--- src/rtl/tsched_pkg.sv ---
package tsched_pkg;
  // Where the next issued address comes from
  typedef enum logic [1:0] {
    SRC_NONE  = 2'd0,
    SRC_STACK = 2'd1,
    SRC_FORK  = 2'd2,
    SRC_SWAP  = 2'd3
  } run_src_e;
endpackage

--- src/rtl/tsched_frame_stack.sv ---
module tsched_frame_stack #(
  parameter int DEPTH = 4,
  parameter int PCW   = 16
) (
  input  logic           clk,
  input  logic           rst_n,
  input  logic           pop_i,
  input  logic           push_a_i,
  input  logic [PCW-1:0] pc_a_i,
  input  logic           push_b_i,
  input  logic [PCW-1:0] pc_b_i,
  output logic [PCW-1:0] top_pc_o,
  output logic           empty_o,
  output logic           ovf_o
);
  localparam int CW = $clog2(DEPTH + 1);
  localparam int IW = (DEPTH > 1) ? $clog2(DEPTH) : 1;
  localparam logic [CW:0] DEPTH_W = (CW+1)'(DEPTH);

  logic [CW-1:0]  cnt_q, cnt_d;
  logic [PCW-1:0] mem_q [DEPTH];
  logic [CW:0]    base, slot_b, total;
  logic           acc_a, acc_b;
  logic [CW-1:0]  top_cnt;
  logic [IW-1:0]  top_idx;

  // Pop first, then the fork push, then the inlet push
  always_comb begin
    base    = {1'b0, cnt_q} - {{CW{1'b0}}, pop_i};
    acc_a   = push_a_i && (base < DEPTH_W);
    slot_b  = base + {{CW{1'b0}}, acc_a};
    acc_b   = push_b_i && (slot_b < DEPTH_W);
    total   = slot_b + {{CW{1'b0}}, acc_b};
    cnt_d   = total[CW-1:0];
    ovf_o   = (push_a_i && !acc_a) || (push_b_i && !acc_b);
    empty_o = (cnt_q == '0);
    top_cnt = cnt_q - CW'(1);
    top_idx = top_cnt[IW-1:0];
    top_pc_o = empty_o ? '0 : mem_q[top_idx];
  end

  always_ff @(posedge clk or negedge rst_n) begin
    if (!rst_n) cnt_q <= '0;
    else        cnt_q <= cnt_d;
  end

  for (genvar g = 0; g < DEPTH; g++) begin : g_slot
    always_ff @(posedge clk) begin
      if (acc_a && base == (CW+1)'(g))        mem_q[g] <= pc_a_i;
      else if (acc_b && slot_b == (CW+1)'(g)) mem_q[g] <= pc_b_i;
    end
  end


  stk_ovf_chk: assert property (@(posedge clk) disable iff (!rst_n)
    ovf_o |=> (cnt_q == DEPTH_W[CW-1:0]));

  stk_underflow_chk: assert property (@(posedge clk) disable iff (!rst_n)
    pop_i |-> !empty_o);

  stk_pop_chk: assert property (@(posedge clk) disable iff (!rst_n)
    (pop_i && !push_a_i && !push_b_i) |=> (cnt_q == $past(cnt_q) - CW'(1)));
endmodule

--- src/rtl/tsched_run_queue.sv ---
module tsched_run_queue #(
  parameter int NF = 4
) (
  input  logic          clk,
  input  logic          rst_n,
  input  logic          enq_i,
  input  logic [$clog2(NF)-1:0] enq_id_i,
  input  logic          deq_i,
  output logic [$clog2(NF)-1:0] head_o,
  output logic          nonempty_o,
  output logic [NF-1:0] queued_o
);
  localparam int FW = $clog2(NF);
  localparam int CW = $clog2(NF + 1);
  localparam logic [FW-1:0] LAST = FW'(NF - 1);

  logic [FW-1:0] ids_q [NF];
  logic [FW-1:0] wr_q, wr_d, rd_q, rd_d;
  logic [CW-1:0] cnt_q, cnt_d;
  logic [NF-1:0] queued_q, queued_d;

  always_comb begin
    wr_d     = wr_q;
    rd_d     = rd_q;
    cnt_d    = cnt_q;
    queued_d = queued_q;
    if (deq_i) begin
      rd_d = (rd_q == LAST) ? '0 : rd_q + FW'(1);
      queued_d[ids_q[rd_q]] = 1'b0;
    end
    if (enq_i) begin
      wr_d = (wr_q == LAST) ? '0 : wr_q + FW'(1);
      queued_d[enq_id_i] = 1'b1;
    end
    if (enq_i && !deq_i)      cnt_d = cnt_q + CW'(1);
    else if (deq_i && !enq_i) cnt_d = cnt_q - CW'(1);
  end

  always_ff @(posedge clk or negedge rst_n) begin
    if (!rst_n) begin
      wr_q     <= '0;
      rd_q     <= '0;
      cnt_q    <= '0;
      queued_q <= '0;
    end else begin
      wr_q     <= wr_d;
      rd_q     <= rd_d;
      cnt_q    <= cnt_d;
      queued_q <= queued_d;
    end
  end

  always_ff @(posedge clk) begin
    if (enq_i) ids_q[wr_q] <= enq_id_i;
  end

  assign head_o     = ids_q[rd_q];
  assign nonempty_o = (cnt_q != '0);
  assign queued_o   = queued_q;


  q_single_chk: assert property (@(posedge clk) disable iff (!rst_n)
    $countones(queued_q) == int'(cnt_q));

  q_room_chk: assert property (@(posedge clk) disable iff (!rst_n)
    enq_i |-> ((int'(cnt_q) < NF) || deq_i));

  q_deq_chk: assert property (@(posedge clk) disable iff (!rst_n)
    deq_i |-> nonempty_o);
endmodule

--- src/rtl/thread_sched.sv ---
module thread_sched
  import tsched_pkg::*;
#(
  parameter int NF    = 4,
  parameter int DEPTH = 4,
  parameter int PCW   = 16
) (
  input  logic                  clk,
  input  logic                  rst_n,
  input  logic                  cmd_fork,
  input  logic [PCW-1:0]        cmd_fork_pc,
  input  logic                  cmd_stop,
  input  logic                  inlet_valid,
  input  logic [$clog2(NF)-1:0] inlet_frame,
  input  logic [PCW-1:0]        inlet_pc,
  output logic                  run_valid_o,
  output logic [PCW-1:0]        run_pc_o,
  output logic [$clog2(NF)-1:0] run_frame_o,
  output logic                  idle_o,
  output logic                  ovf_err_o
);
  localparam int FW = $clog2(NF);

  logic           active_q, active_d;
  logic [FW-1:0]  cur_q, cur_d;
  logic           rv_q, rv_d;
  logic [PCW-1:0] rpc_q, rpc_d;
  logic [FW-1:0]  rfr_q, rfr_d;
  logic           ovf_q;

  logic [PCW-1:0] top_pc [NF];
  logic [NF-1:0]  empty, ovf, queued;
  logic [FW-1:0]  q_head;
  logic           q_ne;

  logic     bypass, local_pop, leaving, disp, enq;
  run_src_e src;

  always_comb begin
    bypass    = active_q && cmd_fork && cmd_stop;
    local_pop = active_q && cmd_stop && !cmd_fork && !empty[cur_q];
    leaving   = active_q && cmd_stop && !cmd_fork && empty[cur_q];
    disp      = (leaving || !active_q) && q_ne;
    enq       = inlet_valid && !queued[inlet_frame] &&
                !(active_q && (cur_q == inlet_frame) && !leaving);
  end

  for (genvar g = 0; g < NF; g++) begin : g_frame
    logic is_cur;
    assign is_cur = (cur_q == FW'(g));
    tsched_frame_stack #(.DEPTH(DEPTH), .PCW(PCW)) u_stack (
      .clk      (clk),
      .rst_n    (rst_n),
      .pop_i    ((local_pop && is_cur) || (disp && (q_head == FW'(g)))),
      .push_a_i (active_q && cmd_fork && !cmd_stop && is_cur),
      .pc_a_i   (cmd_fork_pc),
      .push_b_i (inlet_valid && (inlet_frame == FW'(g))),
      .pc_b_i   (inlet_pc),
      .top_pc_o (top_pc[g]),
      .empty_o  (empty[g]),
      .ovf_o    (ovf[g])
    );
  end

  tsched_run_queue #(.NF(NF)) u_queue (
    .clk        (clk),
    .rst_n      (rst_n),
    .enq_i      (enq),
    .enq_id_i   (inlet_frame),
    .deq_i      (disp),
    .head_o     (q_head),
    .nonempty_o (q_ne),
    .queued_o   (queued)
  );

  // Next-state logic
  always_comb begin
    if (bypass)         src = SRC_FORK;
    else if (local_pop) src = SRC_STACK;
    else if (disp)      src = SRC_SWAP;
    else                src = SRC_NONE;

    rv_d  = (src != SRC_NONE);
    rfr_d = disp ? q_head : cur_q;
    case (src)
      SRC_FORK:  rpc_d = cmd_fork_pc;
      SRC_STACK: rpc_d = top_pc[cur_q];
      SRC_SWAP:  rpc_d = top_pc[q_head];
      default:   rpc_d = rpc_q;
    endcase

    active_d = active_q;
    cur_d    = cur_q;
    if (disp) begin
      active_d = 1'b1;
      cur_d    = q_head;
    end else if (leaving) begin
      active_d = 1'b0;
    end
  end

  // Registers
  always_ff @(posedge clk or negedge rst_n) begin
    if (!rst_n) begin
      active_q <= 1'b0;
      cur_q    <= '0;
      rv_q     <= 1'b0;
      rpc_q    <= '0;
      rfr_q    <= '0;
      ovf_q    <= 1'b0;
    end else begin
      active_q <= active_d;
      rv_q     <= rv_d;
      ovf_q    <= |ovf;
      if (disp) cur_q <= cur_d;
      if (rv_d) begin
        rpc_q <= rpc_d;
        rfr_q <= rfr_d;
      end
    end
  end

  assign run_valid_o = rv_q;
  assign run_pc_o    = rpc_q;
  assign run_frame_o = rfr_q;
  assign idle_o      = !active_q;
  assign ovf_err_o   = ovf_q;


  fork_stop_chk: assert property (@(posedge clk) disable iff (!rst_n)
    (active_q && cmd_fork && cmd_stop) |=>
      (run_valid_o && run_pc_o == $past(cmd_fork_pc)));

  idle_hold_chk: assert property (@(posedge clk) disable iff (!rst_n)
    (idle_o && !q_ne) |=> idle_o);

  run_active_chk: assert property (@(posedge clk) disable iff (!rst_n)
    run_valid_o |-> !idle_o);

  no_early_swap_chk: assert property (@(posedge clk) disable iff (!rst_n)
    (active_q && cmd_stop && !empty[cur_q]) |=> (run_frame_o == $past(cur_q)));
endmodule

--- config.mk ---
export PLATFORM = sky130hd
export DESIGN_NAME = thread_sched
export DESIGN_NICKNAME = d
export VERILOG_FILES = /design/src/rtl/tsched_pkg.sv /design/src/rtl/tsched_frame_stack.sv /design/src/rtl/tsched_run_queue.sv /design/src/rtl/thread_sched.sv
export SDC_FILE = /design/constraint.sdc
export NUM_CORES = 1
export LEC_CHECK = 0
export BUFFER_PORTS_ARGS = -buffer_cell sky130_fd_sc_hd__buf_4
export CAP_MARGIN = 0
export CORE_AREA = 5 5 218 220
export DETAILED_ROUTE_END_ITERATION = 16
export DIE_AREA = 0 0 223 225
export GPL_TIMING_DRIVEN = 0
export PLACE_DENSITY = 0.62
export SLEW_MARGIN = 10
export SYNTH_ARGS = -nofsm -noshare
export SYNTH_HDL_FRONTEND = slang
export SYNTH_SLANG_ARGS = --single-unit
--- constraint.sdc ---
create_clock -name clk -period 7.5 [get_ports clk]
set_input_delay 0.75 -clock clk [delete_from_list [all_inputs] [get_ports clk]]
set_output_delay 0.75 -clock clk [all_outputs]
set_load 0.005 [all_outputs]
=== Word-level counts from Yosys, hierarchy flattened ===
Memory sizes are Yosys's and may differ from the RTL's.
Cells that the tools add are included.

* Word-level logic and storage cells: 403
* Input bits: 39
* Register bits: 46
* Memories: 5
* Bits in writable memories: 264
* Output and inout bits: 21

* Add/sub/neg operators: 20
* Multiplexer cells: 153
* Bitwise gates (word level): 21
* Magnitude comparators: 15
* Reduce and logical (&&, ||, !) cells: 136
* Equality and inequality tests: 39

{| class="wikitable"
|+ Memories
! name !! words !! bits a word !! rd ports !! clocked after Yosys merged registers in !! wr ports !! RTL line !! text
|-
| g_frame[0].u_stack.mem_q || 4 || 16 || 1 || 0 || 2 || tsched_frame_stack.sv:21 || <nowiki>logic [PCW-1:0] mem_q [DEPTH];</nowiki>
|-
| g_frame[1].u_stack.mem_q || 4 || 16 || 1 || 0 || 2 || tsched_frame_stack.sv:21 ||
|-
| g_frame[2].u_stack.mem_q || 4 || 16 || 1 || 0 || 2 || tsched_frame_stack.sv:21 ||
|-
| g_frame[3].u_stack.mem_q || 4 || 16 || 1 || 0 || 2 || tsched_frame_stack.sv:21 ||
|-
| u_queue.ids_q || 4 || 2 || 1 || 0 || 1 || tsched_run_queue.sv:17 || <nowiki>logic [FW-1:0] ids_q [NF];</nowiki>
|}

{| class="wikitable"
|+ Operators by type and width
! kind !! number
|-
| 2-to-1 mux 16 bit || 32
|-
| OR reduction 16 bit || 8
|-
| 2-to-1 mux 1 bit || 96
|-
| logical AND 1 bit || 80
|-
| binary-select mux 16 bit (select 2 bit) || 2
|-
| equality test 4 x 2 -> 1 bit (second input constant) || 16
|-
| case mux 16 bit (3 select lines) || 1
|-
| equality test 4 x 1 -> 1 bit (second input constant) || 8
|-
| logical NOT 4 bit || 8
|-
| less-than comparator 4 x 3 -> 1 bit (second input constant) || 8
|-
| 2-to-1 mux 2 bit || 14
|-
| equality test 2 bit (second input constant) || 10
|-
| logical NOT 1 bit || 17
|-
| adder 4 x 1 -> 4 bit || 4
|-
| bitwise OR 1 bit || 16
|-
| subtractor 3 x 1 -> 4 bit || 4
|-
| adder 3 x 1 -> 3 bit || 4
|-
| logical NOT 3 bit || 4
|-
| logical OR 1 bit || 9
|-
| less-than comparator 2 x 3 -> 1 bit (second input constant) || 3
|-
| equality test 2 x 1 -> 1 bit (second input constant) || 4
|-
| 2-to-1 mux 4 bit || 2
|-
| subtractor 2 x 1 -> 2 bit (second input constant) || 4
|-
| greater-or-equal comparator 3 bit (second input constant) || 2
|-
| 17 further kinds || 28
|}

=== Longest topological paths before layout ===
* Depth in word-level cells: 21
* Gate-level depth with buffers: 25

=== Hierarchy ===
Synthesis repeated with hierarchy kept, for this count alone.

* Cell total of the unflattened synthesis: 1253
* Area total of the unflattened synthesis: 18280.0 um2

{| class="wikitable"
|+ Modules (own cells, without submodules)
! module !! seq. area each (um2) !! area each (um2) !! times used !! cells each
|-
| tsched_frame_stack at g_frame[0].u_stack || 1996.9 || 3768.6 || 1 || 232
|-
| tsched_frame_stack at g_frame[2].u_stack || 1996.9 || 3742.3 || 1 || 234
|-
| tsched_frame_stack at g_frame[1].u_stack || 1996.9 || 3678.5 || 1 || 232
|-
| tsched_frame_stack at g_frame[3].u_stack || 1996.9 || 3672.3 || 1 || 231
|-
| thread_sched || 575.6 || 2546.2 || 1 || 262
|-
| tsched_run_queue || 515.5 || 872.1 || 1 || 62
|}

=== Worst setup path after synthesis ===
OpenSTA, ideal clock, no wires.

* Path type: reg2reg
* Start: register g_frame[3].u_stack.cnt_q[1]
* End: memory g_frame[1].u_stack.mem_q[2][0] (enable)
* Path buffers: 0
* Path slack: 1.946 ns
* Cell stages (with the launch flop): 22
* Data arrival time: 5.143 ns
* Clock period less this slack: 5.554 ns
* Setup time: 0.411 ns
* Cells stage by stage: dfrtp_1 inv_1 ha_1 nand2b_4 mux4_2 o21a_4 nor2_8 inv_2 or3_1 o21ai_0 ha_1 ha_1 or2_2 o21ai_1 and3_1 ha_1 nor2b_1 o21ai_0 o31ai_2 nor4_4 a21oi_1 o21ai_0

{| class="wikitable"
|+ RTL lines
! item !! RTL line !! text
|-
| from (decl) || tsched_frame_stack.sv:20 || <nowiki>logic [CW-1:0] cnt_q, cnt_d;</nowiki>
|-
| from (signal assigned) || tsched_frame_stack.sv:44 || <nowiki>else cnt_q <= cnt_d;</nowiki>
|-
| to (decl) || tsched_frame_stack.sv:21 ||
|}

==> summary.txt <==
Worst setup path
  – CP startpoint kind: flip-flop
  – Crit Path Max Fanout: 16
  – Setup CP Type: flip-flop to flip-flop
  – Critical Path AT: 6.65 ns
  – Worst setup EP type: flip-flop
  – WP data required: 7.66 ns

Global route
  – Total GRT Usage: 19.7%
  – Gr busiest metal: met2
  – GR Util met3: 3.39%
  – First-pass GRT wire length: 76.2 mm
  – GR Layer Usage met1: 26.9%
  – Met2 Use GR: 32.4%
  – Initial antenna violation count: 1
  – Largest net degree at the start of global routing: 47
  – GRT overflow: 0
  – Vias in the first global route: 12464

Yosys
  – Top_reg_cell synth: edfxtp_1
  – Register area share after synthesis: 50.9%
  – Distinct cells, synth: 75
  – Warnings from Yosys: 0
  – Post-synth EDFFs: 264
  – Number of synthesized register bits: 310
  – Syn Std Cell Area: 0.0178 mm2
  – Cells after Synth: 1361
  – Synth Net Count: 1431
  – Post-Syn Area per Cell: 13.1 um2
  – Async SR Flop Fraction: 14.8%

Timing
  – Slew margin rel.: 26.1%
  – Final hold vios: 0
  – Final Skew: 0.0341 ns
  – Fin crit share: 86.5%
  – Worst slew pin tran: 1.10 ns
  – Final Critical Period: 6.49 ns
  – Final setup TNS: 0 ns
  – RSZ-0062 raised after global routing: false
  – Max-slew violation count: 0
  – Worst setup margin: 1.01 ns
  – Endpoints failing setup: 0
  – Fmax achieved: 154 MHz

Power
  – Leak Pwr: 7.24 nW
  – Psw: 3.18 mW
  – Combinational Power Share: 48.4%
  – Portion of total power attributed to sequential cells: 29.8%
  – IR drop worst, VDD: 0.172 mV
  – Pwr/cell area: 377 mW/mm2
  – Sw Ratio: 41.4%
  – Pwr Total: 7.66 mW
  – Internal power: 4.49 mW
  – Clock power share: 21.9%

Placement
  – Setup WS pre-CTS: 1.17 ns
  – Port Buf Inserts: 59
  – Post-DP HPWL: 38.3 mm
  – GPL Wtd Cong: 0.961

Clock network
  – Post-CTS setup buffers: 0
  – CTS root buffer: clkbuf_16
  – Worst skew pair latency: 0.56 ns
  – CTS Hold Bufs: 0
  – CTS tree: yes
  – H-tree lvl count: 2
  – CTS Sinks: 310
  – Clock buffer depth: 3
  – Cts repair resizes: 0
  – Clock transition at path regs: 0.06 ns
  – CTS Buf Count: 36

Drt
  – Antenna-violating nets left: 0
  – DRC Markers: 0
  – Initial DRC Count: 966
  – TritonRoute pass-1 iters: 6
  – DRT Wirelength: 50.9 mm
  – WL/cell: 24.3 um
  – Vias: 12268
  – DR vias/cell: 5.86

Floorplan
  – Initial Util: 39.5%
  – IO Pins: 60
  – Die Height: 225 um
  – Die Wd: 223 um
  – Die area: 0.0502 mm2
  – Row count: 78
  – Core area: 0.0451 mm2

Finish
  – Area growth syn-to-layout: 14.0%
  – Fraction of layout cells with a size suffix above 1: 30.1%
  – N_diodes: 0
  – Final #Nets: 1539

Outcome
  – Status: finished clean

Run
  – Max Cap Viol: 0

Min path
  – Worst hold path class: input pin to asynchronous set/reset pin
## registers in the layout, indices dropped and copies added (netlist names), 2 cells and up
signal / flops
run_frame_o: 2
u_queue.wr_q: 2
cur_q: 2
u_queue.cnt_q: 3
g_frame.u_stack.cnt_q: 12
g_frame.u_stack.mem_q: 256
u_queue.rd_q: 2
u_queue.ids_q: 8
run_pc_o: 16
u_queue.queued_o: 4
## cell type report
class / instances / area (um2)
Clock buffer: 51 / 977
Fill cell: 4178 / 24800
Buffer: 116 / 509
Sequential cell: 310 / 9080
Multi-Input combinational cell: 904 / 8190
Clock inverter: 11 / 113
Inverter: 31 / 116
Timing Repair Buffer: 70 / 589
Tap cell: 600 / 751
## worst max-delay path, stage by stage (launching register included)
cell	delay, ns
dfrtp_1	0.39
clkbuf_1	0.53
mux4_2	0.47
nand3_1	0.21
clkbuf_1	0.50
o21ai_0	0.22
ha_1	0.28
ha_1	0.18
buf_2	0.16
nor2_1	0.09
a21oi_1	0.10
or3_4	0.43
inv_1	0.07
ha_1	0.16
ha_1	0.24
nor2b_1	0.18
a221oi_2	0.05
o31ai_2	0.90
nor2_1	0.27
a32o_1	0.64
## cell usage in the layout, fill, tap and decap left out, drive strengths merged, types with 6 or more instances in the layout
cell	instances
edfxtp	264
mux2	262
mux2i	148
clkbuf	132
buf	105
o22ai	91
dfrtp	46
o21ai	42
nand2	41
inv	33
ha	30
o211ai	28
nor2	28
o221ai	24
a21oi	22
o22a	20
nor3	15
o31ai	15
xnor2	14
nor2b	12
nand3	10
nand2b	10
xor2	8
and2	7
clkinv	7
and3	6
or3	6
## layer usage
layer  share of wire [%]  vias to the layer above
met4                 2.9                        2
met2                  47                      498
met3                 6.9                       90
met5               0.014                        -
met1                  43                     6113
li1                    -                     5565
## metrics by stage
stage / cells / util [%] / cell area, um2 / hold slack [ns]
floorplan: 1361 / - / 17800 / 0.452
global route: 2093 / 45.1 / 20300 / 0.285
CTS: 2093 / 45.1 / 20300 / 0.259
finish: 2093 / 45.1 / 20300 / 0.236
global placement: 2020 / 42.2 / 19000 / 0.480
detailed placement: 2031 / 42.7 / 19200 / 0.496
## final timing paths
path | from | endpoint | slack (ns) | depth (start not counted)
worst max-delay path | cur_q[1] | g_frame[3].u_stack.mem_q[1][12] | 1.01 | 19
worst min-delay path | rst_n | g_frame[0].u_stack.cnt_q[2] | 0.24 | 1
worst max register to register | cur_q[1] | g_frame[3].u_stack.mem_q[1][12] | 1.01 | 19
worst min register to register | u_queue.cnt_q[2] | u_queue.cnt_q[2] | 0.50 | 1
max in group asynchronous | rst_n | run_pc_o[11] | 6.78 | 1
min in group clk | inlet_frame[1] | u_queue.ids_q[0][1] | 0.43 | 1
## kinds of logic after synthesis
group / Yosys count / share of synthesized area [%]
AOI/OAI and AO/OA: 281 / 11.5
xor gates and xnor gates: 22 / 1.08
adders and majority gates: 31 / 2.22
buffers and inverters: 147 / 3.51
DFF: 310 / 50.9
muxes: 413 / 25.5
and+or+nand+nor: 157 / 5.27
## synthesized netlist by cell type (11+ instances only)
cell	number	area (um2)
mux2_1	11	124
o211ai_1	28	210
o21ai_0	35	175
o221ai_1	24	210
a21oi_1	22	110
inv_1	30	113
clkbuf_1	81	304
nor3_1	12	60.1
nand2_1	41	154
nor2_1	24	90.1
edfxtp_1	264	7930
mux2i_1	148	1480
o22a_1	20	175
o31ai_1	12	90.1
xnor2_1	14	123
dfrtp_1	46	1150
buf_2	20	100
nor2b_1	12	75.1
ha_1	30	375
o22ai_1	91	569
mux2_2	241	2710
## power groups by stage
stage,Clock [mW],Sequential (mW),Combinational (mW)
final,1.68,2.28,3.71
after global routing,1.77,2.30,3.94
after CTS,1.70,2.28,3.66
after detailed placement,0,2.31,3.64
after global placement,0,2.31,3.53
after floorplan,0,2.27,2.50
Power figures use the tool's default switching activity.
